File: src/rtl/rx_byte_queue.sv
module rx_byte_queue #(
  parameter int DATA_W     = 8,
  parameter int FIFO_DEPTH = 16,
  parameter int CNT_W      = $clog2(FIFO_DEPTH + 1)
) (
  input  logic              clk,
  input  logic              rst_n,
  input  logic              wr_en,
  input  logic [DATA_W-1:0] wr_data,
  input  logic              rd_en,
  output logic [DATA_W-1:0] rd_data,
  input  logic              fcr_we,
  input  logic [7:0]        fcr_wdata,
  output logic [7:0]        fcr_q,
  output logic [CNT_W-1:0]  level,
  output logic              not_empty,
  output logic              has_space,
  output logic              overrun
);
  localparam int PTR_W = (FIFO_DEPTH > 1) ? $clog2(FIFO_DEPTH) : 1;
  localparam logic [7:0] KEEP_MASK = 8'hC9;

  logic [DATA_W-1:0] mem [FIFO_DEPTH];
  logic [PTR_W-1:0]  wptr, rptr;
  logic              q_mode;
  logic [CNT_W-1:0]  cap;
  logic              mode_flip, rx_reset, flush;
  logic              pop_ok, push_ok, push_drop;

  assign q_mode    = fcr_q[0];
  assign cap       = q_mode ? CNT_W'(FIFO_DEPTH) : CNT_W'(1);
  assign mode_flip = fcr_we && (fcr_wdata[0] != q_mode);
  assign rx_reset  = fcr_we && fcr_wdata[0] && fcr_wdata[1];
  assign flush     = mode_flip || rx_reset;

  assign pop_ok    = rd_en && (level != '0) && !flush;
  assign push_ok   = wr_en && !flush && ((level < cap) || pop_ok);
  assign push_drop = wr_en && !flush && !push_ok;

  assign not_empty = (level != '0);
  assign has_space = (level < cap);
  assign rd_data   = not_empty ? mem[rptr] : {DATA_W{1'b1}};

  function automatic logic [PTR_W-1:0] bump(input logic [PTR_W-1:0] p, input logic m);
    if (!m || p == PTR_W'(FIFO_DEPTH - 1)) return '0;
    return p + 1'b1;
  endfunction

  always_ff @(posedge clk or negedge rst_n) begin
    if (!rst_n) begin
      fcr_q <= 8'h00;
    end else if (fcr_we) begin
      fcr_q <= fcr_wdata[0] ? (fcr_wdata & KEEP_MASK) : 8'h00;
    end
  end

  always_ff @(posedge clk or negedge rst_n) begin
    if (!rst_n) begin
      wptr    <= '0;
      rptr    <= '0;
      level   <= '0;
      overrun <= 1'b0;
    end else begin
      overrun <= push_drop;
      if (flush) begin
        wptr  <= '0;
        rptr  <= '0;
        level <= '0;
      end else begin
        if (push_ok) wptr <= bump(wptr, q_mode);
        if (pop_ok)  rptr <= bump(rptr, q_mode);
        level <= level + CNT_W'(push_ok) - CNT_W'(pop_ok);
      end
    end
  end

  always_ff @(posedge clk) begin
    if (push_ok) mem[wptr] <= wr_data;
  end
endmodule

File: config.mk
export PLATFORM = sky130hd
export DESIGN_NAME = rx_byte_queue
export DESIGN_NICKNAME = d
export VERILOG_FILES = /design/src/rtl/rx_byte_queue.sv
export SDC_FILE = /design/constraint.sdc
export NUM_CORES = 1
export LEC_CHECK = 0
export BUFFER_PORTS_ARGS = -buffer_cell sky130_fd_sc_hd__buf_2
export CAP_MARGIN = 25
export CORE_MARGIN = 1
export CORE_UTILIZATION = 41
export CTS_BUF_LIST = sky130_fd_sc_hd__clkbuf_8
export DETAILED_ROUTE_END_ITERATION = 7
export PLACE_DENSITY = 0.71
export RECOVER_POWER = 100
export SKIP_CTS_REPAIR_TIMING = 1
export SLEW_MARGIN = 10
export SYNTH_ARGS = -nofsm -noshare
export SYNTH_HDL_FRONTEND = slang
export SYNTH_SLANG_ARGS = --single-unit
File: constraint.sdc
create_clock -name clk -period 3 [get_ports clk]
set_input_delay 0.15 -clock clk [delete_from_list [all_inputs] [get_ports clk]]
set_output_delay 0.15 -clock clk [all_outputs]
set_load 0.05 [all_outputs]
==> results of run 1 <==
-- tightest hold or removal path: stages --
cell	delay [ps]
buf_2	150
nand4b_1	100
a21oi_1	60
-- sequential cells by signal (all words and copies together) (netlist names) --
signal   cells
mem        128
level        5
fcr_q        4
wptr         4
rptr         4
overrun      1
-- synthesized netlist by cell type (all sizes together) (2+ instances only) --
master | instances | area, sq um
o2bb2ai | 3 | 26.3
nand3 | 7 | 35.0
nand4b | 2 | 32.5
mux2i | 16 | 160
clkbuf | 9 | 33.8
inv | 12 | 45.0
xor2 | 2 | 17.5
a21o | 2 | 15.0
dfrtp | 18 | 450
ha | 13 | 163
nand2b | 4 | 25.0
a21oi | 6 | 30.0
nor2 | 19 | 71.3
edfxtp | 128 | 3840
nand2 | 10 | 37.5
o211a | 3 | 30.0
nor3b | 2 | 15.0
and2 | 4 | 25.0
o21bai | 2 | 15.0
mux4 | 32 | 721
buf | 13 | 87.6
nor3 | 3 | 15.0
nor2b | 5 | 31.3
nor4 | 2 | 12.5
a22oi | 8 | 60.1
o21ai | 7 | 38.8
-- kinds of logic (layout without fill, tap and decap cells) --
group | count (synthesis) | after routing | share of synthesized area
AND/OR/NAND/NOR | 64 | 64 | 0.0566
other | 1 | 4 | 0.000604
AO/OA/AOI/OAI | 39 | 39 | 0.0486
buffers and inverters | 34 | 112 | 0.0268
flip-flops | 146 | 146 | 0.692
XOR/XNOR | 2 | 2 | 0.00282
adder cells (fa/ha/maj) | 14 | 14 | 0.0294
multiplexers | 49 | 49 | 0.144
-- metal layers --
layer	up-vias	GRT usage	routed length, um
met1	1679	0.231	5690
met4	0	0.0610	217
met3	15	0.0501	642
li1	1511	-	-
met2	98	0.267	5990
met5	-	0	0
-- power groups by stage --
stage | Sequential [mW] | Clock (mW) | Combinational (mW)
floorplan | 2.52 | 0 | 1.06
global placement | 2.41 | 0 | 1.54
detailed placement | 2.42 | 0 | 1.57
CTS | 2.37 | 1.54 | 1.57
global route | 2.39 | 1.62 | 1.66
finish | 2.37 | 1.51 | 1.55
-- layout make-up --
class                      count  area (sq um)  share of cell area
sequential                   146          4300               0.603
multi-input combinational    172          1760               0.247
inverter                      12          45.0             0.00632
clock inverter                15           156              0.0219
clock buffer                  17           234              0.0328
tap                          184           230              0.0323
timing repair buffer          68           399              0.0560
-- path summary, 6_finish.rpt --
check                      slack (ps)                   end                 start
hold / removal                     70   wptr[1]$_DFFE_PN0P_                 wr_en
min in group asynchronous         410    level[0]$_DFF_PN0_                 rst_n
hold reg to reg                   510  fcr_q[6]$_DFFE_PN0P_  fcr_q[6]$_DFFE_PN0P_
max in group asynchronous        1890   rptr[0]$_DFFE_PN0P_                 rst_n
setup reg to reg                  150   mem[1][2]$_DFFE_PP_    level[3]$_DFF_PN0_
setup / recovery                  120            rd_data[2]    level[3]$_DFF_PN0_
==> key figures, run 1 <==
STA
  – Endpoints failing setup: 0
  – Setup Skew: 15.1 ps
  – Final Max Tran Viols: 0
  – F_max: 347 MHz
  – Fin Setup TNS: 0 ps
  – Final Worst Setup Slack: 119 ps
  – Min Clock Period, post-route: 2880 ps
  – Least-Margin Pin Slew: 1040 ps
  – Hold slack final: 71.8 ps
  – RSZ-0062 raised after global routing: no
  – Period utilization: 0.960
  – Rel. slew slack: 0.304
  – Fin. Hold Viols: 0

Min path
  – Hold path depth: 3
  – Worst min-delay path class: primary input to register

Worst setup path
  – CP max stage delay: 480 ps
  – Critical path buffers and inverters: 3
  – R2R depth: 10
  – WP depth: 7
  – CP delay by family, top: simple AND/OR/NAND/NOR gates
  – Critical path required time: 2850 ps
  – Slowest-stage cell, CP: or4b_4
  – Setup Crit Path Kind: register to output port
  – Crit-path cells: inv_1 > ha_1 > or4b_4 > clkbuf_1 > and2_0 > a22oi_1 > buf_2
  – Crit end category: output port
  – Worst-path fanout max: 8
  – WP data arrival: 2730 ps
  – Startpoint types: register

Power
  – Gate power share: 0.285
  – Final Power: 5.43 mW
  – LEAKAGE: 2.42 nW
  – Worst VDD drop: 0.494 mV
  – Power per standard cell area: 761 mW/mm^2
  – Clk pwr share: 0.278
  – Switching Share: 0.340
  – Sequential share of power: 0.437
  – Cell Int Power: 3.58 mW
  – Psw: 1.84 mW

Finish
  – Commonest non-fill, non-tap cell in the layout: edfxtp_1
  – Ant. Diodes: 0
  – Nets: 452
  – Commonest cells after routing, fill and taps aside: 128 x edfxtp_1, 32 x mux4_2, 27 x clkbuf_1, 19 x nor2_1, 17 x clkbuf_8
  – Fill count: 1243
  – Final core occ: 0.487
  – Finished Layout Cells: 614
  – Layout cells sized above 1: 0.258
  – Final Cell Area: 0.00713 sq mm
  – Synthesis-to-finish area growth: 14.8%

Clocking
  – Sink Count: 146
  – CTS tree: yes
  – Skew-Pair Late Insertion Delay: 450 ps
  – Worst-path clk slew: 70 ps
  – Clock Tree Root: clkbuf_8
  – Worst-case clock buffer depth: 2
  – CTS Buf Count: 17
  – H-Tree Depth: 4

Detailed routing
  – DRT iter0 DRCs: 330
  – DRC violations left: 0
  – Vias per std cell: 5.38
  – Post-Route WL: 12.5 mm
  – First-pass DRT Iterations: 6
  – ANT nets after route: 0
  – WL per Instance: 20.4 um
  – DR vias: 3303

Die
  – Die W: 125 um
  – # rows: 44
  – Die H: 125 um
  – Initial Util: 0.424
  – Full die area: 0.0156 sq mm
  – Boundary Pins: 45
  – Core footprint: 0.0146 sq mm

Logic synthesis
  – Yosys reg bits: 146
  – Synth unique cells: 50
  – Synthesized area per cell: 17.8 sq um
  – Yosys warns: 0
  – Syn Inst Count: 349
  – Post-synth top flop: edfxtp_1
  – Fraction of registers with async set/reset: 0.123
  – Post-synthesis sequential area ratio: 0.692
  – EDFF count, synth: 128
  – Post-Synthesis Cell Area: 0.00621 sq mm

Global route
  – Largest net degree at the start of global routing: 33
  – First-pass GRT wire length: 19.4 mm
  – Vias in the first global route: 3461
  – Initial antenna violation count: 0
  – Grt total ovfl: 0
  – Total GRT Usage: 0.172

Place
  – DP Cell Count: 575
  – Hpwl dp: 8.06 mm
  – GP Congestion: 0.817
  – Input/output buffers: 37
  – Area after DPL: 0.00674 sq mm
  – Setup WS pre-CTS: 183 ps

Job
  – MaxCap Viol Count: 0

Run status
  – Status: finished, final reports clean
Note: power is estimated with default switching activity, not from simulation.
==> run 2: changes to the inputs <==
RECOVER_POWER = 50   (was 100)
==> run 2 against run 1 <==
Against the previous run:
- register-to-register slack better by 30 ps
- largest power group unchanged
- largest cell class unchanged
- fmax down 0.21%
- combinational power up 3%
- global-route usage unchanged
- final area up 0.79%
- total power up 0.81%
- utilization up 0.38 points
==> key figures, run 2 (synthesized netlist as in run 1, its figures left out) <==
STA
  – Final Max Tran Viols: 0
  – Rel. slew slack: 0.312
  – Hold slack final: 70.1 ps
  – Min Clock Period, post-route: 2890 ps
  – Endpoints failing setup: 0
  – Fin Setup TNS: 0 ps
  – Period utilization: 0.962
  – Fin. Hold Viols: 0
  – F_max: 346 MHz
  – RSZ-0062 raised after global routing: no
  – Least-Margin Pin Slew: 1030 ps
  – Setup Skew: 13.0 ps
  – Final Worst Setup Slack: 113 ps

Power
  – LEAKAGE: 2.47 nW
  – Power per standard cell area: 761 mW/mm^2
  – Worst VDD drop: 0.499 mV
  – Final Power: 5.47 mW

Finish
  – Nets: 452
  – Commonest cells after routing, fill and taps aside: 128 x edfxtp_1, 32 x mux4_2, 22 x buf_2, 22 x buf_4, 19 x nor2_1
  – Layout cells sized above 1: 0.288
  – Synthesis-to-finish area growth: 15.7%
  – Final Cell Area: 0.00718 sq mm
  – Final core occ: 0.491
  – Top reg by flops: mem
  – Max reg flops: 128
  – Commonest non-fill, non-tap cell in the layout: edfxtp_1
  – Ant. Diodes: 0
  – Finished Layout Cells: 614
  – Biggest regs: mem x128, level x5

Die
  – # rows: 44
  – Boundary Pins: 45
  – Full die area: 0.0156 sq mm
  – Die H: 125 um
  – Core footprint: 0.0146 sq mm
  – Die W: 125 um
  – Initial Util: 0.424

Clocking
  – Sink Count: 146
  – CTS Buf Count: 17
  – CTS tree: yes
  – H-Tree Depth: 4
  – Worst-case clock buffer depth: 2
  – Clock Tree Root: clkbuf_8
  – Skew-Pair Late Insertion Delay: 440 ps
  – Worst-path clk slew: 70 ps

Place
  – Hpwl dp: 8.06 mm
  – GP Congestion: 0.817
  – Area after DPL: 0.00674 sq mm
  – Input/output buffers: 37
  – DP Cell Count: 575
  – Setup WS pre-CTS: 183 ps

Global route
  – First-pass GRT wire length: 19.4 mm
  – Vias in the first global route: 3461
  – Largest net degree at the start of global routing: 33
  – Total GRT Usage: 0.172
  – Initial antenna violation count: 0
  – Grt total ovfl: 0

Worst setup path
  – CP max stage delay: 480 ps
  – Worst setup endpoint: rd_data[2]
  – Setup Crit Path Kind: register to output port
  – CP Launch Point: level[3]$_DFF_PN0_
  – Worst r2r src: level[3]$_DFF_PN0_
  – Slowest-stage cell, CP: or4b_4
  – Critical path required time: 2850 ps
  – WP data arrival: 2740 ps
  – Worst-path fanout max: 8
  – R2R Setup Slk: 180 ps
  – CP delay by family, top: simple AND/OR/NAND/NOR gates
  – Crit end category: output port
  – Startpoint types: register
  – R2r endpoint: level[4]$_DFF_PN0_
  – Crit-path cells: inv_1 > ha_1 > or4b_4 > buf_4 > and2_0 > a22oi_1 > buf_2
  – WP depth: 7
  – R2R depth: 12
  – Critical path buffers and inverters: 3

Min path
  – Worst min-delay path class: primary input to register

Detailed routing
  – Vias per std cell: 5.36
  – DRT iter0 DRCs: 287
  – Post-Route WL: 12.6 mm
  – DRC violations left: 0
  – WL per Instance: 20.5 um
  – ANT nets after route: 0
  – First-pass DRT Iterations: 6
  – DR vias: 3294

Job
  – MaxCap Viol Count: 0

Run status
  – Status: finished, final reports clean
-- run 2: changes by cell type in the layout (fill, tap and decap cells not counted) --
cell,before,now
and2_1,0,2
and2_0,4,2
clkbuf_2,13,0
clkbuf_1,27,15
o21ai_0,6,5
clkbuf_4,4,0
buf_2,9,22
o21ai_2,0,1
buf_6,0,2
buf_4,8,22
-- run 2: worst reg2reg max path: stages, from the launching register on --
cell	delay, ps
dfrtp_2	440
inv_1	80
ha_1	140
or4b_4	480
and2_0	190
nand2_1	70
a21oi_1	70
ha_1	230
fa_1	390
nor2b_1	170
o21bai_1	190
nand3_1	90
nor3b_2	150
-- run 2: per-layer routing --
metal  global-route usage  part of all wire  up-vias
li1                     -                 -     1511
met3               0.0501             0.047       14
met2                0.267              0.47       90
met4               0.0610             0.019        0
met1                0.231              0.46     1679
met5                    0                 0        -
-- run 2: how the worst min path moves through the flow --
stage / start / end / depth (start not counted)
2_1_floorplan: rst_n / fcr_q[0]$_DFFE_PN0P_ / 0
3_3_place_gp: rst_n / wptr[2]$_DFFE_PN0P_ / 1
3_5_place_dp: rst_n / wptr[2]$_DFFE_PN0P_ / 1
4_1_cts: rst_n / level[0]$_DFF_PN0_ / 1
5_1_grt: wr_en / wptr[1]$_DFFE_PN0P_ / 3
6_report: wr_en / wptr[1]$_DFFE_PN0P_ / 3
-- run 2: report_power, final --
part,leakage [nW],internal (mW),switching (mW)
Clock,0.198,0.745,0.763
Sequential,1.39,2.29,0.0780
Combinational,0.889,0.584,1.01
-- run 2: area by class of cell --
class / count / area (sq um)
sequential: 146 / 4300
multi-input combinational: 172 / 1770
fill: 1222 / 7460
clock inverter: 15 / 156
timing repair buffer: 68 / 452
clock buffer: 17 / 234
tap: 184 / 230
inverter: 12 / 45.0
